**config.mk**
```make
export PLATFORM = sky130hd
export DESIGN_NAME = pwm2_top
export DESIGN_NICKNAME = d
export VERILOG_FILES = /design/src/rtl/pwm2_pkg.sv /design/src/rtl/pwm2_regs.sv /design/src/rtl/pwm2_presc.sv /design/src/rtl/pwm2_chan.sv /design/src/rtl/pwm2_top.sv
export SDC_FILE = /design/constraint.sdc
export NUM_CORES = 1
export LEC_CHECK = 0
export ABC_AREA = 1
export BUFFER_PORTS_ARGS = -buffer_cell sky130_fd_sc_hd__buf_2
export CAP_MARGIN = 10
export CORE_ASPECT_RATIO = 1.1
export CORE_MARGIN = 4
export CORE_UTILIZATION = 60
export DETAILED_ROUTE_END_ITERATION = 10
export GPL_TIMING_DRIVEN = 0
export HOLD_SLACK_MARGIN = 0.03
export PLACE_DENSITY = 0.78
export SKIP_LAST_GASP = 1
export SLEW_MARGIN = 20
export SYNTH_ARGS = -nofsm -noshare
export SYNTH_HDL_FRONTEND = slang
export SYNTH_SLANG_ARGS = --single-unit
```
**constraint.sdc**
```tcl
create_clock -name clk -period 5.41 [get_ports clk]
set_clock_uncertainty 0.15 [all_clocks]
set_input_delay 0.2705 -clock clk [delete_from_list [all_inputs] [get_ports clk]]
set_output_delay 0.2705 -clock clk [all_outputs]
set_load 0.005 [all_outputs]
```
**src/rtl/pwm2_pkg.sv**
```systemverilog
package pwm2_pkg;
    localparam int DATA_W = 32;
    localparam int CNT_W  = 16;
    localparam int DIV_W  = 7;
    localparam int SEL_W  = 2;
    localparam int N_SRC  = 1 << SEL_W;
    localparam int N_CH   = 2;
    localparam int IDX_CTRL = 2;

    typedef struct packed {
        logic [CNT_W-1:0] hi;
        logic [CNT_W-1:0] lo;
    } phase_cnt_t;

    typedef struct packed {
        logic             pre_en;
        logic [DIV_W-1:0] div;
        logic [SEL_W-1:0] sel;
        logic             alt_mode;
        logic             run_en;
    } chan_cfg_t;

    typedef enum logic {PH_LOW = 1'b0, PH_HIGH = 1'b1} phase_e;

    // Pull one channel's fields out of the shared control word.
    function automatic chan_cfg_t ctrl_field(input logic [DATA_W-1:0] w, input int ch);
        chan_cfg_t c;
        c.pre_en   = w[15 + 8*ch];
        c.div      = w[8 + 8*ch +: DIV_W];
        c.sel      = w[4 + 2*ch +: SEL_W];
        c.alt_mode = w[2 + ch];
        c.run_en   = w[ch];
        return c;
    endfunction
endpackage

```
**src/rtl/pwm2_regs.sv**
```systemverilog
module pwm2_regs
    import pwm2_pkg::*;
#(
    parameter int WORDS = 8,
    localparam int AW = $clog2(WORDS)
) (
    input  logic                         clk,
    input  logic                         rst,
    input  logic                         wr_en,
    input  logic [AW-1:0]                addr,
    input  logic [DATA_W-1:0]            wdata,
    output logic [DATA_W-1:0]            rdata,
    output logic [N_CH-1:0][DATA_W-1:0]  duty_o,
    output logic [DATA_W-1:0]            ctrl_o
);
    logic [DATA_W-1:0] mem [WORDS];

    always_ff @(posedge clk) begin
        if (rst) begin
            for (int i = 0; i < WORDS; i++) mem[i] <= '0;
        end else if (wr_en) begin
            mem[addr] <= wdata;
        end
    end

    assign rdata = mem[addr];

    for (genvar g = 0; g < N_CH; g++) begin : g_duty
        assign duty_o[g] = mem[g];
    end
    assign ctrl_o = mem[IDX_CTRL];

    AST_DUTY_A_LANDS: assert property (@(posedge clk) disable iff (rst)
        wr_en && addr == AW'(0) |=> duty_o[0] == $past(wdata));
    AST_CTRL_LANDS: assert property (@(posedge clk) disable iff (rst)
        wr_en && addr == AW'(IDX_CTRL) |=> ctrl_o == $past(wdata));
endmodule

```
**src/rtl/pwm2_presc.sv**
```systemverilog
module pwm2_presc
    import pwm2_pkg::*;
(
    input  logic             clk,
    input  logic             rst,
    input  logic             hold,
    input  logic             tick,
    input  logic [DIV_W-1:0] div,
    output logic             step
);
    logic [DIV_W-1:0] pc;
    logic             wrap;

    // >= keeps the count bounded if div is lowered mid-count
    assign wrap = (pc >= div);
    assign step = !hold && tick && wrap;

    always_ff @(posedge clk) begin
        if (rst || hold) begin
            pc <= '0;
        end else if (tick) begin
            pc <= wrap ? '0 : pc + 1'b1;
        end
    end

    AST_PRESC_CLEAR: assert property (@(posedge clk) disable iff (rst)
        hold |=> pc == '0);
endmodule

```
**src/rtl/pwm2_chan.sv**
```systemverilog
module pwm2_chan
    import pwm2_pkg::*;
(
    input  logic             clk,
    input  logic             rst,
    input  chan_cfg_t        cfg,
    input  phase_cnt_t       duty,
    input  logic [N_SRC-1:0] src_tick,
    output logic             pwm_o
);
    logic       active;
    logic       tick;
    logic       step;
    phase_cnt_t cur;
    phase_e     ph;
    logic [CNT_W-1:0] cnt;
    logic       hi_end;
    logic       lo_end;
    logic       boundary;

    assign active = cfg.run_en && cfg.pre_en && !cfg.alt_mode;
    assign tick   = src_tick[cfg.sel];

    pwm2_presc u_presc (
        .clk  (clk),
        .rst  (rst),
        .hold (!active),
        .tick (tick),
        .div  (cfg.div),
        .step (step)
    );

    assign hi_end   = step && ph == PH_HIGH && (cnt + 1'b1) == cur.hi;
    assign lo_end   = step && ph == PH_LOW && (cur.lo == '0 || (cnt + 1'b1) == cur.lo);
    assign boundary = lo_end || (hi_end && cur.lo == '0);

    always_ff @(posedge clk) begin
        if (rst) begin
            cur <= '0;
            ph  <= PH_LOW;
            cnt <= '0;
        end else if (!active || boundary) begin
            cur <= duty;
            ph  <= (duty.hi != '0) ? PH_HIGH : PH_LOW;
            cnt <= '0;
        end else if (hi_end) begin
            ph  <= PH_LOW;
            cnt <= '0;
        end else if (step) begin
            cnt <= cnt + 1'b1;
        end
    end

    assign pwm_o = active && ph == PH_HIGH;

    AST_HI_ZERO_LOW: assert property (@(posedge clk) disable iff (rst)
        cur.hi == '0 |-> !pwm_o);
    AST_LO_ZERO_HIGH: assert property (@(posedge clk) disable iff (rst)
        active && cur.hi != '0 && cur.lo == '0 |-> pwm_o);
    AST_IDLE_CLEARS: assert property (@(posedge clk) disable iff (rst)
        !active |=> cnt == '0);
    AST_SHADOW_HOLD: assert property (@(posedge clk) disable iff (rst)
        active && !boundary |=> $stable(cur));
    AST_HIGH_BOUND: assert property (@(posedge clk) disable iff (rst)
        ph == PH_HIGH |-> cnt < cur.hi);
endmodule

```
**src/rtl/pwm2_top.sv**
```systemverilog
module pwm2_top
    import pwm2_pkg::*;
#(
    parameter int WORDS = 8,
    localparam int AW = $clog2(WORDS)
) (
    input  logic              clk,
    input  logic              rst,
    input  logic              bus_wr,
    input  logic [AW-1:0]     bus_addr,
    input  logic [DATA_W-1:0] bus_wdata,
    output logic [DATA_W-1:0] bus_rdata,
    input  logic [N_SRC-1:0]  src_tick,
    output logic [N_CH-1:0]   pwm_out
);
    logic [N_CH-1:0][DATA_W-1:0] duty_w;
    logic [DATA_W-1:0]           ctrl_w;

    pwm2_regs #(.WORDS(WORDS)) u_regs (
        .clk    (clk),
        .rst    (rst),
        .wr_en  (bus_wr),
        .addr   (bus_addr),
        .wdata  (bus_wdata),
        .rdata  (bus_rdata),
        .duty_o (duty_w),
        .ctrl_o (ctrl_w)
    );

    for (genvar g = 0; g < N_CH; g++) begin : g_ch
        pwm2_chan u_chan (
            .clk      (clk),
            .rst      (rst),
            .cfg      (ctrl_field(ctrl_w, g)),
            .duty     (phase_cnt_t'(duty_w[g])),
            .src_tick (src_tick),
            .pwm_o    (pwm_out[g])
        );
    end
endmodule

```
==> flow_summary.json <==
{
  "start_util_pct": 61.1,
  "critPathSlowestCell": "nor3_1",
  "gp_congestion": 0.975,
  "yosysSeqAreaShare_pct": 56.3,
  "synth_nets": 2087,
  "nFillCells": 2198,
  "critPathKind": "input pin to primary output",
  "required_ns": 4.99,
  "synth_top_flop_cell": "edfxtp_1",
  "synth_area_leaders": "edfxtp_1 (44%), dfxtp_1 (13%), nor2_1 (9.4%), nand2_1 (8.9%), inv_1 (4.6%)",
  "dr.pass1.iters": 8,
  "syn_to_final_growth_pct": 13.8,
  "fin_crit_ns": 3.54,
  "cts_made_buffers": 38,
  "power_density_nw_per_um2": 314,
  "setup_slack_ns": 1.87,
  "slew_headroom_pct": 22.8,
  "synth_cell_types": 45,
  "drv_slew": 0,
  "ys_async_sr_fraction_pct": 0,
  "wire_per_inst_um": 20.3,
  "post-synth-top-count-cell": "nor2_1",
  "layout-drive-gt1-share_pct": 9.02,
  "grt_pass1_vias": 14423,
  "num_rows": 65,
  "nets": 2234,
  "insertion_delay_ns": 0.55,
  "leakage_nw": 8.26,
  "synth_top_cell_by_area": "edfxtp_1",
  "reg2reg_slack_ns": 2.03,
  "via_per_inst": 5.92,
  "crit_buf_inv": 5,
  "design_power_total_mw": 6.30,
  "track_usage_pct": 32.0,
  "path_cells": "buf_2 -> inv_1 -> nor3_1 -> clkbuf_1 -> clkbuf_1 -> a22oi_1 -> nand4_1 -> buf_2",
  "core_region_area_um2": 28900,
  "drt_iter0_markers": 1727,
  "die_area_um2": 32200,
  "yosys_warnings": 0,
  "avgSynthCellArea_um2": 8.71,
  "grt_pass1_wl_mm": 79.8,
  "multi_input_area_um2": 6490,
  "drc_errors": 0,
  "root_buffer": "clkbuf_16",
  "post_cts_buffers": 0,
  "vias": 15178,
  "synth_area_um2": 17600,
  "setup-tns-final_ns": 0,
  "cp-start-kind": "input pin",
  "io_buffers": 75,
  "rsz0062_at_grt": "no",
  "routed_wl_mm": 52.0,
  "cts_tree": "done",
  "clk_path_buf_depth": 3,
  "post-route-period-util_pct": 65.5,
  "dpl_cell_area_um2": 18700,
  "place_ws_ns": 1.60,
  "cts.htree.levels": 2,
  "dieHeight_um": 188,
  "synth_top_cells_by_count": "nor2_1 (444), nand2_1 (419), edfxtp_1 (256), inv_1 (217), dfxtp_1 (112)",
  "ys_ff_latch": 368,
  "synth_edf_count": 256,
  "grt_max_degree": 28,
  "cpPeakStageDelay_ns": 0.84,
  "stdcell_area_um2": 20100,
  "tightest_slew_ns": 1.15,
  "die_w_um": 172,
  "crit_arrival_ns": 3.12,
  "antenna_found_initial": 0,
  "post-place-cells": 2478,
  "grt.overflow.total": 0,
  "hold_viol_final": 0,
  "fmaxAchievable_mhz": 282,
  "dp_hpwl_mm": 38.2,
  "path_max_fanout": 10,
  "cts.sink_count": 368,
  "netlist_instances": 2027,
  "drv_cap": 0,
  "fin_util_pct": 69.6,
  "boundaryPins": 76,
  "ant_nets": 0,
  "regArea_um2": 9930,
  "setup_viol": 0,
  "min_path_type": "input pin to register",
  "synth_top_area_share_pct": 43.6,
  "fin_cells": 2563,
  "vdd_drop_max_mv": 0.322,
  "status": "finished, final reports clean",
  "worst_path_dominant_cell_family": "buffers and inverters",
  "diodes": 0,
  "clkSlewWorstSetupHoldPaths_ns": 0.06,
  "crit_path_end_kind": "primary output",
  "hold_ws_ns": 0.0292
}
[cell type report]
type	instances	share of cell area, %
flip-flops and latches	368	49.4
clock buffers	50	5.21
clock inverters	11	0.486
inverters	237	4.43
well taps	368	2.29
multi-input cells	1337	32.3
plain buffers	85	1.81
repair buffers	107	4.01
[logic make-up after synthesis]
family | after synthesis | synth area share (%)
simple gates | 1089 | 25.9
flops | 368 | 56.3
compound gates | 206 | 8.08
xor+xnor | 24 | 1.35
buf+inv | 322 | 7.10
fa+ha+maj | 18 | 1.28
[power by group]
| part | switching, mW | internal (mW) |
|---|---|---|
| combinational | 0.386 | 0.191 |
| sequential | 0.0914 | 3.17 |
| clock | 1.09 | 1.37 |
[worst min-delay path: stages]
cell and delay [ns]:
buf_2 0.08, inv_1 0.13, nor2_1 0.13
[per-layer routing]
layer	vias up	wire length (um)	global-route usage (%)
met1	7047	19400	42.3
met4	0	2950	15.4
li1	7083	-	-
met5	-	0	0
met2	864	24300	51.5
met3	184	5320	5.33
[path summary, 6_finish.rpt]
| path | startpoint | endpoint | cells after the start |
|---|---|---|---|
| hold reg to reg | g_ch[0].u_chan.cnt[14] | g_ch[0].u_chan.cnt[14] | 2 |
| setup reg to reg | u_regs.mem[2][18] | g_ch[1].u_chan.cnt[14] | 14 |
| setup / recovery | bus_addr[0] | bus_rdata[12] | 8 |
| hold / removal | bus_wdata[25] | u_regs.mem[4][25] | 3 |
[registers in the layout, summed over array words and instances, names as in the netlist]
name                    cells
g_ch.u_chan.cur            64
g_ch.u_chan.cnt            32
u_regs.mem                256
g_ch.u_chan.u_presc.pc     14
g_ch.u_chan.ph              2
[cells in the final DEF, fill, tap and decap left out, types with 31 or more instances in the layout]
cell,netlist,final
a221oi_1,31,31
clkbuf_1,58,65
nand4_1,79,79
nand2_1,419,411
edfxtp_1,256,256
nor2_1,444,444
a22oi_1,38,38
clkbuf_16,0,38
dfxtp_1,112,112
a21oi_1,40,40
buf_2,13,88
nand3_1,91,91
inv_1,217,217
o21ai_0,42,42
[repair_timing]
action / 4_1_cts / 5_1_grt
gates resized for setup: 0 / 0
hold endpoints to repair: 125 / 0
hold buffers: 24 / 0
Power figures use the tool's default switching activity.
